## config.mk

```make
export PLATFORM = sky130hd
export DESIGN_NAME = circ_addr_gen
export DESIGN_NICKNAME = d
export VERILOG_FILES = /design/src/rtl/dag_pkg.sv /design/src/rtl/dag_regbank.sv /design/src/rtl/dag_modulo.sv /design/src/rtl/dag_outstage.sv /design/src/rtl/circ_addr_gen.sv
export SDC_FILE = /design/constraint.sdc
export NUM_CORES = 1
export LEC_CHECK = 0
export BUFFER_PORTS_ARGS = -buffer_cell sky130_fd_sc_hd__buf_2
export CORE_MARGIN = 8
export CORE_UTILIZATION = 30
export CTS_CLUSTER_DIAMETER = 120
export DETAILED_ROUTE_END_ITERATION = 7
export PLACE_DENSITY_LB_ADDON = 0.25
export SYNTH_ARGS = -nofsm -noshare
export SYNTH_HDL_FRONTEND = slang
export SYNTH_HIERARCHICAL = 1
export SYNTH_SLANG_ARGS = --single-unit
export TNS_END_PERCENT = 1
```

## constraint.sdc

```tcl
create_clock -name clk -period 10 [get_ports clk]
set_input_delay 2 -clock clk [delete_from_list [all_inputs] [get_ports clk]]
set_output_delay 2 -clock clk [all_outputs]
set_load 0.01 [all_outputs]
```

## src/rtl/dag_pkg.sv

```systemverilog
package dag_pkg;
  typedef enum logic [1:0] {
    RK_PTR  = 2'd0,
    RK_STEP = 2'd1,
    RK_LEN  = 2'd2,
    RK_NONE = 2'd3
  } reg_kind_t;
endpackage

```

## src/rtl/dag_regbank.sv

```systemverilog
module dag_regbank #(
  parameter int AW   = 14,
  parameter int NPTR = 4,
  localparam int IW  = (NPTR > 1) ? $clog2(NPTR) : 1
) (
  input  logic          clk,
  input  logic          rst,
  input  logic          wr_en,
  input  logic [1:0]    wr_sel,
  input  logic [IW-1:0] wr_idx,
  input  logic [AW-1:0] wr_data,
  input  logic [1:0]    rd_sel,
  input  logic [IW-1:0] rd_idx,
  output logic [AW-1:0] rd_data,
  input  logic [IW-1:0] ptr_idx,
  input  logic [IW-1:0] step_idx,
  output logic [AW-1:0] ptr_val,
  output logic [AW-1:0] step_val,
  output logic [AW-1:0] len_val,
  input  logic          upd_en,
  input  logic [AW-1:0] upd_val
);
  import dag_pkg::*;

  logic [AW-1:0] ptr_q  [NPTR];
  logic [AW-1:0] step_q [NPTR];
  logic [AW-1:0] len_q  [NPTR];

  // pointer, step and length storage with write-over-update priority
  for (genvar g = 0; g < NPTR; g++) begin : g_slot
    logic ptr_wr, step_wr, len_wr, ptr_upd;
    assign ptr_wr  = wr_en && (wr_sel == RK_PTR)  && (wr_idx == IW'(g));
    assign step_wr = wr_en && (wr_sel == RK_STEP) && (wr_idx == IW'(g));
    assign len_wr  = wr_en && (wr_sel == RK_LEN)  && (wr_idx == IW'(g));
    assign ptr_upd = upd_en && (ptr_idx == IW'(g));

    always_ff @(posedge clk) begin
      if (rst) begin
        ptr_q[g]  <= '0;
        step_q[g] <= '0;
        len_q[g]  <= '0;
      end else begin
        if (ptr_wr)       ptr_q[g] <= wr_data;
        else if (ptr_upd) ptr_q[g] <= upd_val;
        if (step_wr)      step_q[g] <= wr_data;
        if (len_wr)       len_q[g]  <= wr_data;
      end
    end
  end

  assign ptr_val  = ptr_q[ptr_idx];
  assign len_val  = len_q[ptr_idx];
  assign step_val = step_q[step_idx];

  always_ff @(posedge clk) begin
    if (rst) begin
      rd_data <= '0;
    end else begin
      unique case (rd_sel)
        RK_PTR:  rd_data <= ptr_q[rd_idx];
        RK_STEP: rd_data <= step_q[rd_idx];
        RK_LEN:  rd_data <= len_q[rd_idx];
        default: rd_data <= '0;
      endcase
    end
  end
endmodule

```

## src/rtl/dag_modulo.sv

```systemverilog
module dag_modulo #(
  parameter int AW = 14
) (
  input  logic [AW-1:0] ptr,
  input  logic [AW-1:0] step,
  input  logic [AW-1:0] len,
  output logic [AW-1:0] nxt
);
  localparam int XW = AW + 2;

  logic [AW-1:0]        span_mask;
  logic [AW-1:0]        len_m1;
  logic signed [XW-1:0] sum_x, base_x, lim_x, fix_x;

  // mask covering every bit up to the top set bit of (len-1)
  always_comb begin
    len_m1    = len - AW'(1);
    span_mask = len_m1;
    for (int s = 1; s < AW; s++) begin
      span_mask = span_mask | (len_m1 >> s);
    end
  end

  always_comb begin
    sum_x  = $signed({2'b00, ptr}) + $signed({{2{step[AW-1]}}, step});
    base_x = $signed({2'b00, ptr & ~span_mask});
    lim_x  = base_x + $signed({2'b00, len});
    fix_x  = sum_x;
    if (len != '0) begin
      if (sum_x >= lim_x)      fix_x = sum_x - $signed({2'b00, len});
      else if (sum_x < base_x) fix_x = sum_x + $signed({2'b00, len});
    end
    nxt = fix_x[AW-1:0];
  end
endmodule

```

## src/rtl/dag_outstage.sv

```systemverilog
module dag_outstage #(
  parameter int AW        = 14,
  parameter bit BITREV_EN = 1'b1
) (
  input  logic          clk,
  input  logic          rst,
  input  logic          acc_en,
  input  logic          acc_rev,
  input  logic [AW-1:0] pre_addr,
  input  logic [AW-1:0] post_addr,
  output logic [AW-1:0] addr_out,
  output logic          addr_vld
);
  logic [AW-1:0] rev_addr;
  logic          use_rev;

  assign use_rev = acc_rev && BITREV_EN;

  if (BITREV_EN) begin : g_rev
    for (genvar b = 0; b < AW; b++) begin : g_bit
      assign rev_addr[b] = post_addr[AW-1-b];
    end
  end else begin : g_norev
    assign rev_addr = pre_addr;
  end

  always_ff @(posedge clk) begin
    if (rst) begin
      addr_out <= '0;
      addr_vld <= 1'b0;
    end else begin
      addr_vld <= acc_en;
      if (acc_en) addr_out <= use_rev ? rev_addr : pre_addr;
    end
  end
endmodule

```

## src/rtl/circ_addr_gen.sv

```systemverilog
module circ_addr_gen #(
  parameter int AW        = 14,
  parameter int NPTR      = 4,
  parameter bit BITREV_EN = 1'b1,
  localparam int IW       = (NPTR > 1) ? $clog2(NPTR) : 1
) (
  input  logic          clk,
  input  logic          rst,
  input  logic          wr_en,
  input  logic [1:0]    wr_sel,
  input  logic [IW-1:0] wr_idx,
  input  logic [AW-1:0] wr_data,
  input  logic [1:0]    rd_sel,
  input  logic [IW-1:0] rd_idx,
  output logic [AW-1:0] rd_data,
  input  logic          acc_en,
  input  logic [IW-1:0] acc_ptr,
  input  logic [IW-1:0] acc_mod,
  input  logic          acc_rev,
  output logic [AW-1:0] addr_out,
  output logic          addr_vld
);
  logic [AW-1:0] cur_ptr, cur_step, cur_len, nxt_ptr;

  dag_regbank #(.AW(AW), .NPTR(NPTR)) u_bank (
    .clk(clk), .rst(rst),
    .wr_en(wr_en), .wr_sel(wr_sel), .wr_idx(wr_idx), .wr_data(wr_data),
    .rd_sel(rd_sel), .rd_idx(rd_idx), .rd_data(rd_data),
    .ptr_idx(acc_ptr), .step_idx(acc_mod),
    .ptr_val(cur_ptr), .step_val(cur_step), .len_val(cur_len),
    .upd_en(acc_en), .upd_val(nxt_ptr)
  );

  dag_modulo #(.AW(AW)) u_mod (
    .ptr(cur_ptr), .step(cur_step), .len(cur_len), .nxt(nxt_ptr)
  );

  dag_outstage #(.AW(AW), .BITREV_EN(BITREV_EN)) u_out (
    .clk(clk), .rst(rst), .acc_en(acc_en), .acc_rev(acc_rev),
    .pre_addr(cur_ptr), .post_addr(nxt_ptr),
    .addr_out(addr_out), .addr_vld(addr_vld)
  );
endmodule

```

==> results_dict.tcl, run 1 <==
set metrics [dict create \
    outcome "completed" \
    post_drt_wl_per_cell_um 25.4 \
    seq_area_frac_synth_pct 40.2 \
    min_to "u_out/addr_out[9]" \
    grt_max_degree 57 \
    hold_start "u_out/addr_out[9]" \
    synthArstFlopShare_pct 0 \
    wl_mm 49.4 \
    start_util_pct 30.2 \
    synth.most_common_cell "edfxtp_1" \
    synth_largest_area_cell "edfxtp_1" \
    ys.flop_type "edfxtp_1" \
    startpoint "acc_ptr[0]" \
    hold_path_depth 2 \
    grt_pass1_vias 10900 \
    die_w_um 232 \
    area_growth_pct 13.3 \
    drv_cap 0 \
    portBuffers 59 \
    drt.antenna.violating_nets 0 \
    path_clk_slew_ps 80 \
    die_h_um 232 \
    fin_util_pct 34.2 \
    max_stage_delay_ps 620 \
    syn-num-nets 1369 \
    p_per_area_nw_per_um2 206 \
    drtIter0Drc 1225 \
    synth-seq-cells 197 \
    grt.total_usage_pct 18.2 \
    htree_levels 4 \
    crit_slowest_cell "or4_1" \
    worst-path-max-fanout 8 \
    setup_violations 0 \
    timing.rr.end "u_bank/ptr_q[3][13]" \
    reg2reg_from "u_bank/len_q[2][6]" \
    p_leak_uw 0.00613 \
    tightest_slew_ps 1240 \
    final_cells 1942 \
    min_period_ps 9380 \
    cts.sinks 197 \
    ys_types 73 \
    grt_setup_unrepaired "false" \
    gp_congestion 0.923 \
    numCtsBuffers 17 \
    clockBufferDepth 2 \
    fin_worst_skew_ps 22.8 \
    fin_nets 1443 \
    placed_cells 1911 \
    fin_crit_sh_pct 93.8 \
    p_total_uw 3260 \
    synthTopCellsByArea "edfxtp_1 (36%), mux4_2 (11%), ha_1 (7.6%), and2_1 (5.1%), dfxtp_1 (4.1%)" \
    place_hpwl_mm 36.1 \
    relSlewSlack_pct 17.1 \
    cts_hold_buf 0 \
    yosysTopAreaCellShare_pct 36.0 \
    worst-r2r-setup-slack_ps 2030 \
    cp.arrival_ps 9700 \
    ir_worst_vdd_uv 146 \
    root_buffer "clkbuf_16" \
    postSynthAreaPerCell_um2 11.2 \
    diodes 0 \
    crit_top_cell "or4_1" \
    end_kind "flip-flop" \
    yosysWarnings 6 \
    crit_path_start_kind "input pin" \
    layout-drive-gt1-share_pct 21.9 \
    via_count 11000 \
    drc_errors 0 \
    fmax_ghz 0.107 \
    synthTopCellsByCount "edfxtp_1 (168), and2_1 (115), ha_1 (85)" \
    synth_edf_count 168 \
    grt_remaining_overflow 0 \
    crit_required_ps 10320 \
    core_um2 46400 \
    antenna_found_initial 0 \
    netlist_instances 1249 \
    finalMaxSlewViolations 0 \
    grt_pass1_wl_mm 72.1 \
    die-area_um2 53800 \
    clk-insertion-delay-late_ps 470 \
    viasPerCell 5.66 \
    drt-pass1-iter-count 5 \
    rr_worst_depth 28 \
    worstHoldPathType "reg -> reg" \
    hold_viol_final 0 \
    tritoncts "built" \
    syn-cell-area_um2 14000 \
    num_rows 79 \
    crit_type "in -> reg" \
    ioPinCount 60 \
]
[cells by family after synthesis]
logic type | share of synthesized area (%)
adders and majority gates | 8.17
muxes | 14.7
buffers and inverters | 4.00
and+or+nand+nor | 15.2
AOI/OAI and AO/OA | 15.6
xor gates and xnor gates | 2.23
DFF | 40.2
[where the power goes]
group          leakage (uW)  total [uW]  internal (uW)  switching [uW]
Sequential          0.00190        1000            965            35.5
Combinational       0.00396        1580            628             953
Clock              0.000263         681            345             336
Total               0.00613        3260           1940            1320
[layout make-up]
cell class | instances | area, um2
Inverter | 56 | 210
Fill cell | 4609 | 30500
Clock buffer | 17 | 425
Sequential cell | 197 | 5630
Multi-Input combinational cell | 920 | 7880
Timing Repair Buffer | 131 | 838
Tap cell | 607 | 759
Clock inverter | 14 | 125
[sequential cells by signal (all words and copies together) (netlist names)]
name	flops
u_bank/len_q	56
u_out/addr_out	14
u_bank/ptr_q	56
u_out/addr_vld	1
u_bank/rd_data	14
u_bank/step_q	56
[critical path: cells and delay by family]
family	cells	cell delay [ps]
simple gates	8	2970
xor+xnor	1	140
buf+inv	4	580
fa+ha+maj	2	510
compound gates	13	2920
mux	1	540
[layout by cell type, fill, tap and decap left out, types with 55 or more instances in the layout]
master	count
mux4_2	70
a22o_1	58
nor2_1	55
ha_1	84
edfxtp_1	168
inv_1	56
buf_2	58
buf_4	72
and2_1	115
[layer usage]
metal | wire (um) | GRT usage [%]
met5 | 0 | 0
met4 | 1840 | 7.06
met3 | 3610 | 3.75
met2 | 23100 | 29.7
met1 | 20800 | 23.4
[how the worst max path moves through the flow]
stage | endpoint | slack (ps) | cells past startpoint
final | u_bank/ptr_q[3][13] | 620 | 29
after global routing | u_out/addr_out[4] | 20 | 33
after CTS | u_out/addr_out[4] | 330 | 34
after detailed placement | u_out/addr_out[4] | -100 | 34
after global placement | u_out/addr_out[2] | 3 | 34
after floorplan | u_out/addr_out[0] | 80 | 34
[timing repair]
action | CTS | global route
buffers inserted | 0 | 0
endpoints found under the setup margin | 0 | 32
resized for setup | 0 | 7
[per-stage QoR]
| step | hold WS (ps) | instance area [um2] | setup TNS (ps) | worst slack [ps] |
|---|---|---|---|---|
| floorplan | 500 | 14000 | 0 | 83.1 |
| global placement | 477 | 15300 | 0 | 3.33 |
| detailed placement | 480 | 15300 | -163 | -102 |
| CTS | 491 | 15800 | 0 | 328 |
| global route | 510 | 15900 | 0 | 15.1 |
| finish | 487 | 15900 | 0 | 621 |
(Power assumes the default switching activity.)
==> inputs of run 2 (changes only) <==
Settings changed: CORE_ASPECT_RATIO set to 0.7.
==> run 2 against run 1 <==
  * Worst setup slack got worse by 130 ps
  * Sequential cell count unchanged
  * Combinational power fell by 3%
  * Core utilization is 0.16 points higher
  * Clock skew down 5.1 ps
  * Clock-buffer cell count unchanged
  * Final area grew 0.21%
  * Register-to-register slack worse by 90 ps
  * Final cell count grew 0.21%
  * Largest cell class unchanged
==> results_dict.tcl, run 2 (synthesis results as in run 1) <==
set metrics [dict create \
    outcome "completed" \
    numCtsBuffers 17 \
    critPathCapture "u_out/addr_out[1]" \
    drv_cap 0 \
    die_h_um 197 \
    rr_worst_depth 30 \
    tightest_slew_ps 1200 \
    hold_viol_final 0 \
    relSlewSlack_pct 19.9 \
    worst-path-max-fanout 7 \
    grt_pass1_wl_mm 76.7 \
    p_total_uw 3260 \
    post_drt_wl_per_cell_um 27.0 \
    finalMaxSlewViolations 0 \
    grt_remaining_overflow 0 \
    setup_violations 0 \
    crit_type "in -> reg" \
    ioPinCount 60 \
    worstHoldPathType "reg -> reg" \
    drtIter0Drc 1411 \
    fin_util_pct 34.4 \
    gp_congestion 0.888 \
    portBuffers 59 \
    fin_crit_sh_pct 95.1 \
    use_met1_pct 30.1 \
    start_util_pct 30.3 \
    area_growth_pct 13.5 \
    ir_worst_vdd_uv 127 \
    clk-insertion-delay-late_ps 460 \
    cp.arrival_ps 9880 \
    place_hpwl_mm 38.7 \
    layout-drive-gt1-share_pct 21.9 \
    htree_levels 4 \
    grt_max_degree 57 \
    fin_nets 1440 \
    crit_path_start_kind "input pin" \
    fmax_ghz 0.105 \
    drt.antenna.violating_nets 0 \
    top_regs "u_bank/len_q: 56 flops, u_bank/ptr_q: 56 flops, u_bank/step_q: 56 flops" \
    end_kind "flip-flop" \
    setup_tns_ps 0 \
    regArea_um2 5630 \
    multiInputGateArea_um2 7870 \
    wl_mm 52.5 \
    grt_pass1_vias 10900 \
    nFillCells 4620 \
    die_w_um 274 \
    clockBufferDepth 2 \
    root_buffer "clkbuf_16" \
    worst-r2r-setup-slack_ps 1940 \
    drt-pass1-iter-count 5 \
    die-area_um2 53900 \
    final_common_cell "edfxtp_1" \
    drc_errors 0 \
    p_leak_uw 0.00614 \
    met3_usage_pct 4.88 \
    core_um2 46200 \
    grt_setup_unrepaired "false" \
    timing.rr.end "u_out/addr_out[1]" \
    startpoint "acc_ptr[0]" \
    cts.sinks 197 \
    p_per_area_nw_per_um2 205 \
    crit_slowest_cell "or4_1" \
    grt.total_usage_pct 19.4 \
    via_count 11300 \
    num_rows 66 \
    grt_use_met2_pct 26.6 \
    final_cell_mix "edfxtp_1 (168), and2_1 (115), ha_1 (84), mux4_2 (70), buf_4 (69)" \
    viasPerCell 5.79 \
    reg2reg_from "u_bank/len_q[2][6]" \
    fin_worst_skew_ps 17.6 \
    antenna_found_initial 1 \
    crit_top_cell "buf_4" \
    max_stage_delay_ps 530 \
    tritoncts "built" \
    min_period_ps 9510 \
    busiest_layer "met1" \
    crit_required_ps 10370 \
    path_clk_slew_ps 80 \
]
==> run 2: changes by cell type in the layout (fill, tap and decap cells not counted), sizes merged <==
cell      before  now
clkinv         5    8
clkbuf        18   17
bufinv         1    0
inv           61   62
clkinvlp       3    1
diode          0    1
buf          130  128
==> run 2: worst min path at each step <==
stage	start	endpoint	cells past startpoint
final	u_out/addr_out[4]	u_out/addr_out[4]	2
after detailed placement	u_out/addr_out[6]	u_out/addr_out[6]	2
after global placement	u_out/addr_out[8]	u_out/addr_out[8]	2
after CTS	u_out/addr_out[6]	u_out/addr_out[6]	2
after global routing	u_out/addr_out[1]	u_out/addr_out[1]	2
after floorplan	u_out/addr_out[0]	u_out/addr_out[0]	2
==> run 2: worst max-delay path: cells and delay by family <==
| kind | cells | cell delay, ps |
|---|---|---|
| AOI/OAI and AO/OA | 13 | 3350 |
| buffers and inverters | 6 | 990 |
| adders and majority gates | 2 | 540 |
| muxes | 2 | 690 |
| and+or+nand+nor | 8 | 2160 |
| xor gates and xnor gates | 1 | 150 |
==> run 2: timing repair <==
action / CTS / global route
endpoints found under the hold margin: 0 / 0
setup endpoints to repair: 0 / 33
buffers inserted: 0 / 0
resized for setup: 0 / 3
hold buffers: 0 / 0
==> run 2: per-stage QoR <==
step / hold WS [ps] / area (um2) / instances / setup WS [ps]
6_report: 489 / 15900 / 1946 / 488
5_1_grt: 513 / 15900 / 1945 / 12.7
4_1_cts: 493 / 15900 / 1945 / 533
3_5_place_dp: 482 / 15300 / 1913 / 87.0
3_3_place_gp: 480 / 15300 / 1913 / 161
2_1_floorplan: 500 / 14000 / 1249 / 83.1
==> run 2: layout make-up <==
class,instances,share of cell area (%)
inverters,56,1.32
multi-input cells,920,49.5
repair buffers,128,5.12
flip-flops and latches,197,35.4
clock buffers,17,2.68
clock inverters,15,1.15
well taps,612,4.82
diodes,1,0.0157
==> run 2: report_power, final <==
group          switching (uW)  leakage (uW)  total, uW  internal (uW)
registers                37.3       0.00190       1000            964
logic                     943       0.00395       1540            598
clock network             380      0.000291        720            340
==> run 2: routing by layer <==
layer / vias up / wire (um)
met5: - / 0
met3: 39 / 5780
met2: 570 / 21000
met1: 5709 / 25200
li1: 4940 / -
met4: 0 / 527
==> inputs of run 3 (changes only) <==
Settings changed: BUFFER_PORTS_ARGS -buffer_cell sky130_fd_sc_hd__buf_2 to unset, CORE_UTILIZATION 30 to 40, DONT_BUFFER_PORTS set to 1.
==> run 3 against run 2 <==
  * Core utilization up 9.8 points
  * Non-clock buffer count down 76
  * Highest routed layer is now met5
  * Register-to-register slack worse by 380 ps
  * Hold slack better by 41 ps
==> results_dict.tcl, run 3 (synthesis results as in run 1) <==
set metrics [dict create \
    outcome "completed" \
    reg2reg_from "u_bank/len_q[2][6]" \
    wl_mm 48.1 \
    end_kind "flip-flop" \
    clk-insertion-delay-late_ps 460 \
    numCtsBuffers 17 \
    final_common_cell "edfxtp_1" \
    via_count 10800 \
    finalMaxSlewViolations 0 \
    start_util_pct 40.5 \
    grt_pass1_vias 10100 \
    die-area_um2 41300 \
    post_drt_wl_per_cell_um 27.8 \
    worst-r2r-setup-slack_ps 1560 \
    drt-pass1-iter-count 5 \
    num_rows 57 \
    min_period_ps 9570 \
    fmax_ghz 0.104 \
    drv_cap 0 \
    switchingPower_uw 1270 \
    top_regs "u_bank/len_q: 56 flops, u_bank/ptr_q: 56 flops, u_bank/step_q: 56 flops" \
    crit_required_ps 10380 \
    layout-drive-gt1-share_pct 16.5 \
    p_per_area_nw_per_um2 206 \
    cts_resized 0 \
    setup_violations 0 \
    setup_tns_ps 0 \
    clkPwrFrac_pct 22.6 \
    hold_path_depth 2 \
    place_hpwl_mm 34.9 \
    portBuffers 0 \
    crit_slowest_cell "or4_1" \
    cts_hold_buf 0 \
    grt_pass1_wl_mm 69.9 \
    setup_slack_ps 426 \
    tritoncts "built" \
    relSlewSlack_pct 19.4 \
    p_leak_uw 0.00581 \
    ir_worst_vdd_uv 126 \
    diodes 0 \
    startpoint "acc_ptr[0]" \
    worstHoldPathType "reg -> reg" \
    timing.rr.end "u_out/addr_out[0]" \
    gp_congestion 0.955 \
    hold_ws_ps 530 \
    hold_viol_final 0 \
    power.share.switching_pct 40.3 \
    min_to "u_out/addr_out[6]" \
    fin_crit_sh_pct 95.7 \
    pwr-share-comb_pct 45.2 \
    max_stage_delay_ps 610 \
    drc_errors 0 \
    drtIter0Drc 1421 \
    final_cell_mix "edfxtp_1 (168), and2_1 (115), ha_1 (85), mux4_2 (70), nor2_1 (59)" \
    fin_worst_skew_ps 19.3 \
    antenna_found_initial 2 \
    crit_path_start_kind "input pin" \
    drt.antenna.violating_nets 0 \
    worst-path-max-fanout 34 \
    die_w_um 240 \
    p_seq_share_pct 32.2 \
    htree_levels 4 \
    tightest_slew_ps 1200 \
    rr_worst_depth 29 \
    ioPinCount 60 \
    root_buffer "clkbuf_16" \
    grt_setup_unrepaired "false" \
    grt_max_degree 57 \
    grt.total_usage_pct 23.0 \
    cts.sinks 197 \
    dp_slack_ps 2.65 \
    fin_nets 1364 \
    die_h_um 173 \
    intPower_uw 1880 \
    clockBufferDepth 2 \
    core_um2 34600 \
    hold_start "u_out/addr_out[6]" \
    area_growth_pct 9.08 \
    grt_remaining_overflow 0 \
    post_cts_buffers 0 \
    cp.arrival_ps 9960 \
    crit_type "in -> reg" \
    path_clk_slew_ps 90 \
    viasPerCell 6.27 \
    crit_top_cell "or4_1" \
]
==> run 3: power groups by stage <==
| stage | Clock, uW | Sequential (uW) | Combinational (uW) |
|---|---|---|---|
| 2_1_floorplan | 0 | 1010 | 929 |
| 3_3_place_gp | 0 | 1030 | 1360 |
| 3_5_place_dp | 0 | 1030 | 1370 |
| 4_1_cts | 719 | 1010 | 1380 |
| 5_1_grt | 749 | 1020 | 1530 |
| 6_report | 710 | 1010 | 1420 |
==> run 3: stage by stage <==
stage                     util (%)  cell area (um2)  total power (uW)  cells
final                         44.1            15300              3140   1729
after global routing          44.1            15300              3300   1729
after CTS                     44.1            15300              3110   1729
after detailed placement      42.4            14700              2400   1697
after global placement        42.4            14700              2390   1697
after floorplan                  -            14000              1940   1249
==> run 3: metal layers <==
metal / GRT usage [%] / vias to the layer above / share of wire, %
met4: 6.75 / 2 / 2.4
met5: 0 / - / 0.021
li1: - / 4789 / -
met3: 9.02 / 58 / 14
met2: 29.9 / 668 / 39
met1: 34.1 / 5329 / 44
==> run 3: how the worst max path moves through the flow <==
| stage | to | cells past startpoint |
|---|---|---|
| final | u_out/addr_out[0] | 29 |
| after global routing | u_out/addr_out[0] | 29 |
| after CTS | u_out/addr_out[0] | 29 |
| after detailed placement | u_out/addr_out[0] | 29 |
| after global placement | u_out/addr_out[0] | 29 |
| after floorplan | u_out/addr_out[0] | 34 |
==> run 3: worst max-delay path: cells and delay by family <==
family | cells | cell delay, ps
compound gates | 13 | 3180
simple gates | 8 | 2930
mux | 2 | 690
fa+ha+maj | 2 | 530
buf+inv | 3 | 430
xor+xnor | 1 | 140
==> run 3: area by class of cell <==
cell class / count / area [um2]
multi-input combinational: 920 / 7840
timing repair buffer: 52 / 390
inverter: 56 / 210
fill: 3162 / 19300
tap: 472 / 591
sequential: 197 / 5630
clock buffer: 20 / 489
clock inverter: 12 / 126
